### src/rtl/brg_pkg.sv
package brg_pkg;
  parameter int unsigned BRG_CNT_W = 15;
  parameter int unsigned BRG_SYNC_STAGES = 2;

  typedef enum logic {
    SRC_SYSCLK = 1'b0,
    SRC_PIN    = 1'b1
  } brg_src_e;
endpackage

### src/rtl/brg_step_source.sv
module brg_step_source
  import brg_pkg::*;
#(
  parameter int unsigned SYNC_STAGES = BRG_SYNC_STAGES
) (
  input  logic clk,
  input  logic rst_n,
  input  logic use_ext_clk,
  input  logic ext_clk_in,
  output logic step_en
);
  localparam int unsigned CHAIN_LEN = SYNC_STAGES + 1;

  logic [CHAIN_LEN-1:0] chain_q;
  logic                 pin_rise;
  brg_src_e             src;

  // resynchroniser plus one history stage for edge detection
  genvar gi;
  generate
    for (gi = 0; gi < CHAIN_LEN; gi++) begin : g_sync
      if (gi == 0) begin : g_first
        always_ff @(posedge clk or negedge rst_n) begin
          if (!rst_n) chain_q[gi] <= 1'b0;
          else        chain_q[gi] <= ext_clk_in;
        end
      end else begin : g_next
        always_ff @(posedge clk or negedge rst_n) begin
          if (!rst_n) chain_q[gi] <= 1'b0;
          else        chain_q[gi] <= chain_q[gi-1];
        end
      end
    end
  endgenerate

  assign pin_rise = chain_q[SYNC_STAGES-1] & ~chain_q[SYNC_STAGES];
  assign src      = brg_src_e'(use_ext_clk);

  always_comb begin
    unique case (src)
      SRC_PIN:    step_en = pin_rise;
      default:    step_en = 1'b1;
    endcase
  end
endmodule

### src/rtl/brg_reload_counter.sv
module brg_reload_counter
  import brg_pkg::*;
#(
  parameter int unsigned W = BRG_CNT_W
) (
  input  logic         clk,
  input  logic         rst_n,
  input  logic         step_en,
  input  logic [W-1:0] reload_val,
  input  logic         restart,
  output logic         tick,
  output logic [W-1:0] count
);
  localparam logic [W-1:0] ZERO = '0;
  localparam logic [W-1:0] ONE  = W'(1);

  logic [W-1:0] cnt_q;
  logic         tick_q;
  logic [W-1:0] half_val;
  logic         stopped;
  logic         at_zero;

  assign half_val = reload_val >> 1;
  assign stopped  = (reload_val == ZERO);
  assign at_zero  = (cnt_q == ZERO);

  always_ff @(posedge clk or negedge rst_n) begin
    if (!rst_n) begin
      cnt_q  <= ZERO;
      tick_q <= 1'b0;
    end else begin
      tick_q <= 1'b0;
      if (stopped) begin
        cnt_q <= ZERO;
      end else if (restart) begin
        cnt_q <= half_val;
      end else if (step_en) begin
        if (at_zero) begin
          cnt_q  <= reload_val;
          tick_q <= 1'b1;
        end else begin
          cnt_q <= cnt_q - ONE;
        end
      end
    end
  end

  assign tick  = tick_q;
  assign count = cnt_q;
endmodule

### src/rtl/baud_reload_gen.sv
module baud_reload_gen
  import brg_pkg::*;
#(
  parameter int unsigned W           = BRG_CNT_W,
  parameter int unsigned SYNC_STAGES = BRG_SYNC_STAGES
) (
  input  logic         clk,
  input  logic         rst_n,
  input  logic         use_ext_clk,
  input  logic         ext_clk_in,
  input  logic [W-1:0] reload_val,
  input  logic         rx_restart,
  output logic         tx_tick,
  output logic         rx_tick,
  output logic [W-1:0] tx_count,
  output logic [W-1:0] rx_count
);
  logic step_en;

  brg_step_source #(.SYNC_STAGES(SYNC_STAGES)) u_src (
    .clk         (clk),
    .rst_n       (rst_n),
    .use_ext_clk (use_ext_clk),
    .ext_clk_in  (ext_clk_in),
    .step_en     (step_en)
  );

  // transmit timebase never restarts
  brg_reload_counter #(.W(W)) u_tx_cnt (
    .clk        (clk),
    .rst_n      (rst_n),
    .step_en    (step_en),
    .reload_val (reload_val),
    .restart    (1'b0),
    .tick       (tx_tick),
    .count      (tx_count)
  );

  brg_reload_counter #(.W(W)) u_rx_cnt (
    .clk        (clk),
    .rst_n      (rst_n),
    .step_en    (step_en),
    .reload_val (reload_val),
    .restart    (rx_restart),
    .tick       (rx_tick),
    .count      (rx_count)
  );
endmodule

### config.mk
export PLATFORM = sky130hd
export DESIGN_NAME = baud_reload_gen
export DESIGN_NICKNAME = d
export VERILOG_FILES = /design/src/rtl/brg_pkg.sv /design/src/rtl/brg_step_source.sv /design/src/rtl/brg_reload_counter.sv /design/src/rtl/baud_reload_gen.sv
export SDC_FILE = /design/constraint.sdc
export NUM_CORES = 1
export LEC_CHECK = 0
export BUFFER_PORTS_ARGS = -buffer_cell sky130_fd_sc_hd__buf_2
export CORE_MARGIN = 10
export CORE_UTILIZATION = 30
export CTS_BUF_LIST = sky130_fd_sc_hd__clkbuf_2 sky130_fd_sc_hd__clkbuf_4 sky130_fd_sc_hd__clkbuf_8
export CTS_CLUSTER_SIZE = 10
export DETAILED_ROUTE_END_ITERATION = 8
export GPL_TIMING_DRIVEN = 0
export SLEW_MARGIN = 20
export SYNTH_ARGS = -nofsm -noshare
export SYNTH_HDL_FRONTEND = slang
export SYNTH_HIERARCHICAL = 1
export SYNTH_SLANG_ARGS = --single-unit
### constraint.sdc
create_clock -name clk -period 5.3 [get_ports clk]
set_clock_uncertainty 0.1 [all_clocks]
set_input_delay 0 -clock clk [delete_from_list [all_inputs] [get_ports clk]]
set_output_delay 0 -clock clk [all_outputs]
set_load 0.03 [all_outputs]
==> reports/qor.tcl <==
set qor(outcome) {complete, no violations}
set qor(cts-resized-gates) 0
set qor(synth_simple_gate_area_share_pct) 26.9
set qor(detail-route-antenna-nets) 0
set qor(leading_cell_type_in_the_layout_fill_and_taps_excluded) {sky130_fd_sc_hd__buf_2}
set qor(placement.cell_area_mm2) 0.00311
set qor(drt_iter0_drc) 246
set qor(dominantRegCellSynth) {sky130_fd_sc_hd__dfrtp_1}
set qor(power_frac_clock_pct) 30.4
set qor(ys_seq_area_share_pct) 32.3
set qor(total_die_area_mm2) 0.0133
set qor(cts.repair_timing.setup_buffer_count) 0
set qor(ff_to_ff_end) {u_tx_cnt/count[1]}
set qor(clkTransAtPathRegs_ns) 0.08
set qor(row_count) 34
set qor(worstSetupEndpoint) {u_tx_cnt/count[1]}
set qor(max_slew_vio_count) 0
set qor(critPathMaxStageDelay_ns) 0.42
set qor(io_buffers) 50
set qor(dominant_combinational_cell_family_by_area_after_synthesis) {compound AO/OA/AOI/OAI gates}
set qor(syn-instance-count) 312
set qor(hpwl_after_detailed_placement_um) 6850
set qor(critPathRequiredTime_ns) 5.35
set qor(finalHoldViolCount) 0
set qor(cap_viol_max_count) 0
set qor(detailedRoute.firstPassIterationCount) 5
set qor(worst-setup-path-type) {reg -> reg}
set qor(timing.slew.headroom_pct) 42.6
set qor(irDropWorstVdd_uv) 133
set qor(power_per_unit_of_standard_cell_area_mw_per_mm2) 255
set qor(synth_compound_area_share_pct) 29.1
set qor(rr_worst_depth) 7
set qor(synth_cell_type_count) 70
set qor(syn_std_cell_area_mm2) 0.00271
set qor(clock_latency_ns) 0.29
set qor(synth_xor_xnor_area_share_pct) 1.29
set qor(cts_tree) {yes}
set qor(synth_largest_area_cell) {sky130_fd_sc_hd__dfrtp_1}
set qor(initial_utilization_pct) 31.0
set qor(worstPathMaxFanout) 10
set qor(die_height_um) 115
set qor(hold_path_class) {in -> reg}
set qor(drive_above_1_share_pct) 24.3
set qor(synth.top_cells.by_area) {sky130_fd_sc_hd__dfrtp_1, sky130_fd_sc_hd__a21oi_1, sky130_fd_sc_hd__nor2_1}
set qor(power.static_leakage_nw) 1.35
set qor(post_synth_fa_ha_maj_area_fraction_pct) 1.84
set qor(end_kind) {flip-flop}
set qor(rr_startpoint) {u_tx_cnt/count[0]}
set qor(setup_viol) 0
set qor(min_tclk_post_route_ns) 2.37
set qor(relative_contribution_of_combinational_cells_to_total_power_pct) 30.2
set qor(worst_path_max_delay_cell) {sky130_fd_sc_hd__dfrtp_1}
set qor(detail_route.vias_per_cell) 5.87
set qor(rsz0062_at_grt) {false}
set qor(route.final.wire_length_um) 9470
set qor(cts_buffer_count) 5
set qor(cts_max_path_buffers) 2
set qor(coreArea_mm2) 0.00876
set qor(most-common-layout-cells) {sky130_fd_sc_hd__buf_2, sky130_fd_sc_hd__dfrtp_1, sky130_fd_sc_hd__a21oi_1, sky130_fd_sc_hd__nor2_1, sky130_fd_sc_hd__nand2_1}
set qor(worst_slew_pin_slew_ns) 0.862
set qor(finalCritPeriodShare_pct) 44.6
set qor(floorplan.die.width_um) 115
set qor(grt_max_degree) 36
set qor(grt_pass1_wl_um) 15000
set qor(max_freq_mhz) 423
set qor(critical_path_arrival_ns) 2.41
set qor(grt.total_usage_pct) 13.9
set qor(gp_congestion) 0.910
set qor(synth-seq-cells) 35
set qor(avgRoutedWirePerCell_um) 19.3
set qor(setup.reg_to_reg.worst_slack_ns) 2.93
set qor(number_of_warnings_printed_during_yosys_synthesis) 6
set qor(critical_path.startpoint) {u_tx_cnt/count[0]}
set qor(power.share.switching_pct) 36.9
set qor(cell_chain_of_the_critical_path) {inv_1, ha_1, nor4b_1, nand4_1, clkbuf_1, o211ai_1, a221oi_1}
set qor(nets_final) 405
set qor(number_of_flops_mapped_to_enable_cells_by_yosys) 0
set qor(final.setup.tns_ns) 0
set qor(synth-async-reset-ratio_pct) 100
set qor(diodes_inserted) 0
set qor(boundaryPins) 52
set qor(yosys-mux-area-fraction_pct) 1.89
set qor(total_number_of_vias) 2877
set qor(clock-sinks) 35
set qor(final_cell_area_mm2) 0.00332
set qor(p_switching_mw) 0.313
set qor(seqPwrFrac_pct) 39.4
set qor(post-route-drc-count) 0
set qor(synth_top_area_share_pct) 32.3
set qor(internal_power_mw) 0.535
set qor(critPathLaunchType) {flip-flop}
set qor(initial_antenna_violation_count) 0
set qor(cts.htree.levels) 2
set qor(syn_area_per_cell_um2) 8.70
set qor(grt_overflow) 0
set qor(first_global_vias) 2742
set qor(area_growth_pct) 22.3
set qor(cts_root_buffer) {sky130_fd_sc_hd__clkbuf_8}
[registers in the layout, indices dropped and copies added, names as in the netlist]
register / flops
u_rx_cnt/count: 15
u_rx_cnt/tick: 1
u_tx_cnt/tick: 1
u_tx_cnt/count: 15
u_src/chain_q: 3
[metal layers]
metal,vias to the layer above,share of wire [%],GRT usage [%]
met5,-,0,0
met4,0,1.4,3.22
met3,14,9.3,3.70
met2,132,47,22.0
met1,1390,43,18.3
li1,1341,-,-
[cells in the mapped netlist, types with 3 or more instances]
| library cell | instances |
|---|---|
| sky130_fd_sc_hd__a22o_1 | 3 |
| sky130_fd_sc_hd__buf_6 | 3 |
| sky130_fd_sc_hd__a221oi_1 | 5 |
| sky130_fd_sc_hd__nor2_1 | 25 |
| sky130_fd_sc_hd__a221o_1 | 4 |
| sky130_fd_sc_hd__nor3_1 | 9 |
| sky130_fd_sc_hd__nand2b_1 | 3 |
| sky130_fd_sc_hd__clkbuf_1 | 8 |
| sky130_fd_sc_hd__or3_1 | 3 |
| sky130_fd_sc_hd__and4_1 | 4 |
| sky130_fd_sc_hd__a2bb2oi_1 | 3 |
| sky130_fd_sc_hd__o21ai_0 | 6 |
| sky130_fd_sc_hd__o32ai_1 | 3 |
| sky130_fd_sc_hd__nor4_1 | 8 |
| sky130_fd_sc_hd__xnor2_1 | 4 |
| sky130_fd_sc_hd__mux2i_1 | 4 |
| sky130_fd_sc_hd__nand2_1 | 21 |
| sky130_fd_sc_hd__o22ai_1 | 7 |
| sky130_fd_sc_hd__o211ai_1 | 5 |
| sky130_fd_sc_hd__o21ai_1 | 15 |
| sky130_fd_sc_hd__buf_4 | 3 |
| sky130_fd_sc_hd__nor4_4 | 4 |
| sky130_fd_sc_hd__inv_1 | 18 |
| sky130_fd_sc_hd__nand4_1 | 4 |
| sky130_fd_sc_hd__ha_1 | 4 |
| sky130_fd_sc_hd__nor3_2 | 3 |
| sky130_fd_sc_hd__dfrtp_1 | 35 |
| sky130_fd_sc_hd__nor4_2 | 3 |
| sky130_fd_sc_hd__nand3_1 | 8 |
| sky130_fd_sc_hd__nor3b_1 | 6 |
| sky130_fd_sc_hd__a21oi_1 | 26 |
| sky130_fd_sc_hd__buf_2 | 4 |
[worst max-delay path, delay by kind of cell (launching register included)]
family | cells | cell delay (ns)
buffers and inverters | 2 | 0.49
DFF | 1 | 0.42
adders and majority gates | 1 | 0.15
and+or+nand+nor | 2 | 0.70
AOI/OAI and AO/OA | 2 | 0.36
[kinds of logic (layout without fill, tap and decap cells)]
family	Yosys count	count (layout)
AO/OA/AOI/OAI	110	110
XOR/XNOR	4	4
adder cells (fa/ha/maj)	4	4
buffers and inverters	37	104
flip-flops	35	35
multiplexers	5	5
other	1	4
AND/OR/NAND/NOR	116	116
[through the flow]
stage          utilization (%)  hold slack, ns  power (mW)  setup WS, ns  std cells
5_1_grt                   37.9          0.0317       0.898          2.72        490
4_1_cts                   37.9         0.00484       0.856          2.97        490
3_5_place_dp              35.5         0.00977       0.587          3.00        473
6_report                  37.9          0.0296       0.848          2.93        490
2_1_floorplan                -          -0.396       0.502          3.19        315
3_3_place_gp              35.5          0.0104       0.585          2.99        473
[power groups by stage]
stage	clock network, mW	logic [mW]	registers, mW
2_1_floorplan	0	0.122	0.380
3_3_place_gp	0	0.246	0.339
3_5_place_dp	0	0.248	0.340
4_1_cts	0.267	0.254	0.334
5_1_grt	0.280	0.276	0.342
6_report	0.257	0.256	0.334
[repair_timing]
| item | CTS | global route |
|---|---|---|
| hold buffers | 9 | 0 |
| endpoints found under the hold margin | 43 | 0 |
| setup endpoints to repair | 0 | 0 |
[final cells by class]
class                      instances  area, µm²
buffer                            19        110
clock buffer                       6       82.6
clock inverter                     2       35.0
fill                             911       5450
inverter                          18       67.6
multi-input combinational        243       1670
sequential                        35        876
tap                              108        135
timing repair buffer              59        340
[worst min path at each step]
stage | from | to | cells past startpoint
after floorplan | rst_n | u_rx_cnt/count[0] | 0
after detailed placement | ext_clk_in | u_src/chain_q[0] | 1
final | reload_val[12] | u_tx_cnt/count[12] | 3
after global routing | reload_val[8] | u_rx_cnt/count[7] | 2
after global placement | ext_clk_in | u_src/chain_q[0] | 1
after CTS | reload_val[12] | u_tx_cnt/count[12] | 3
Note: power is estimated with default switching activity, not from simulation.
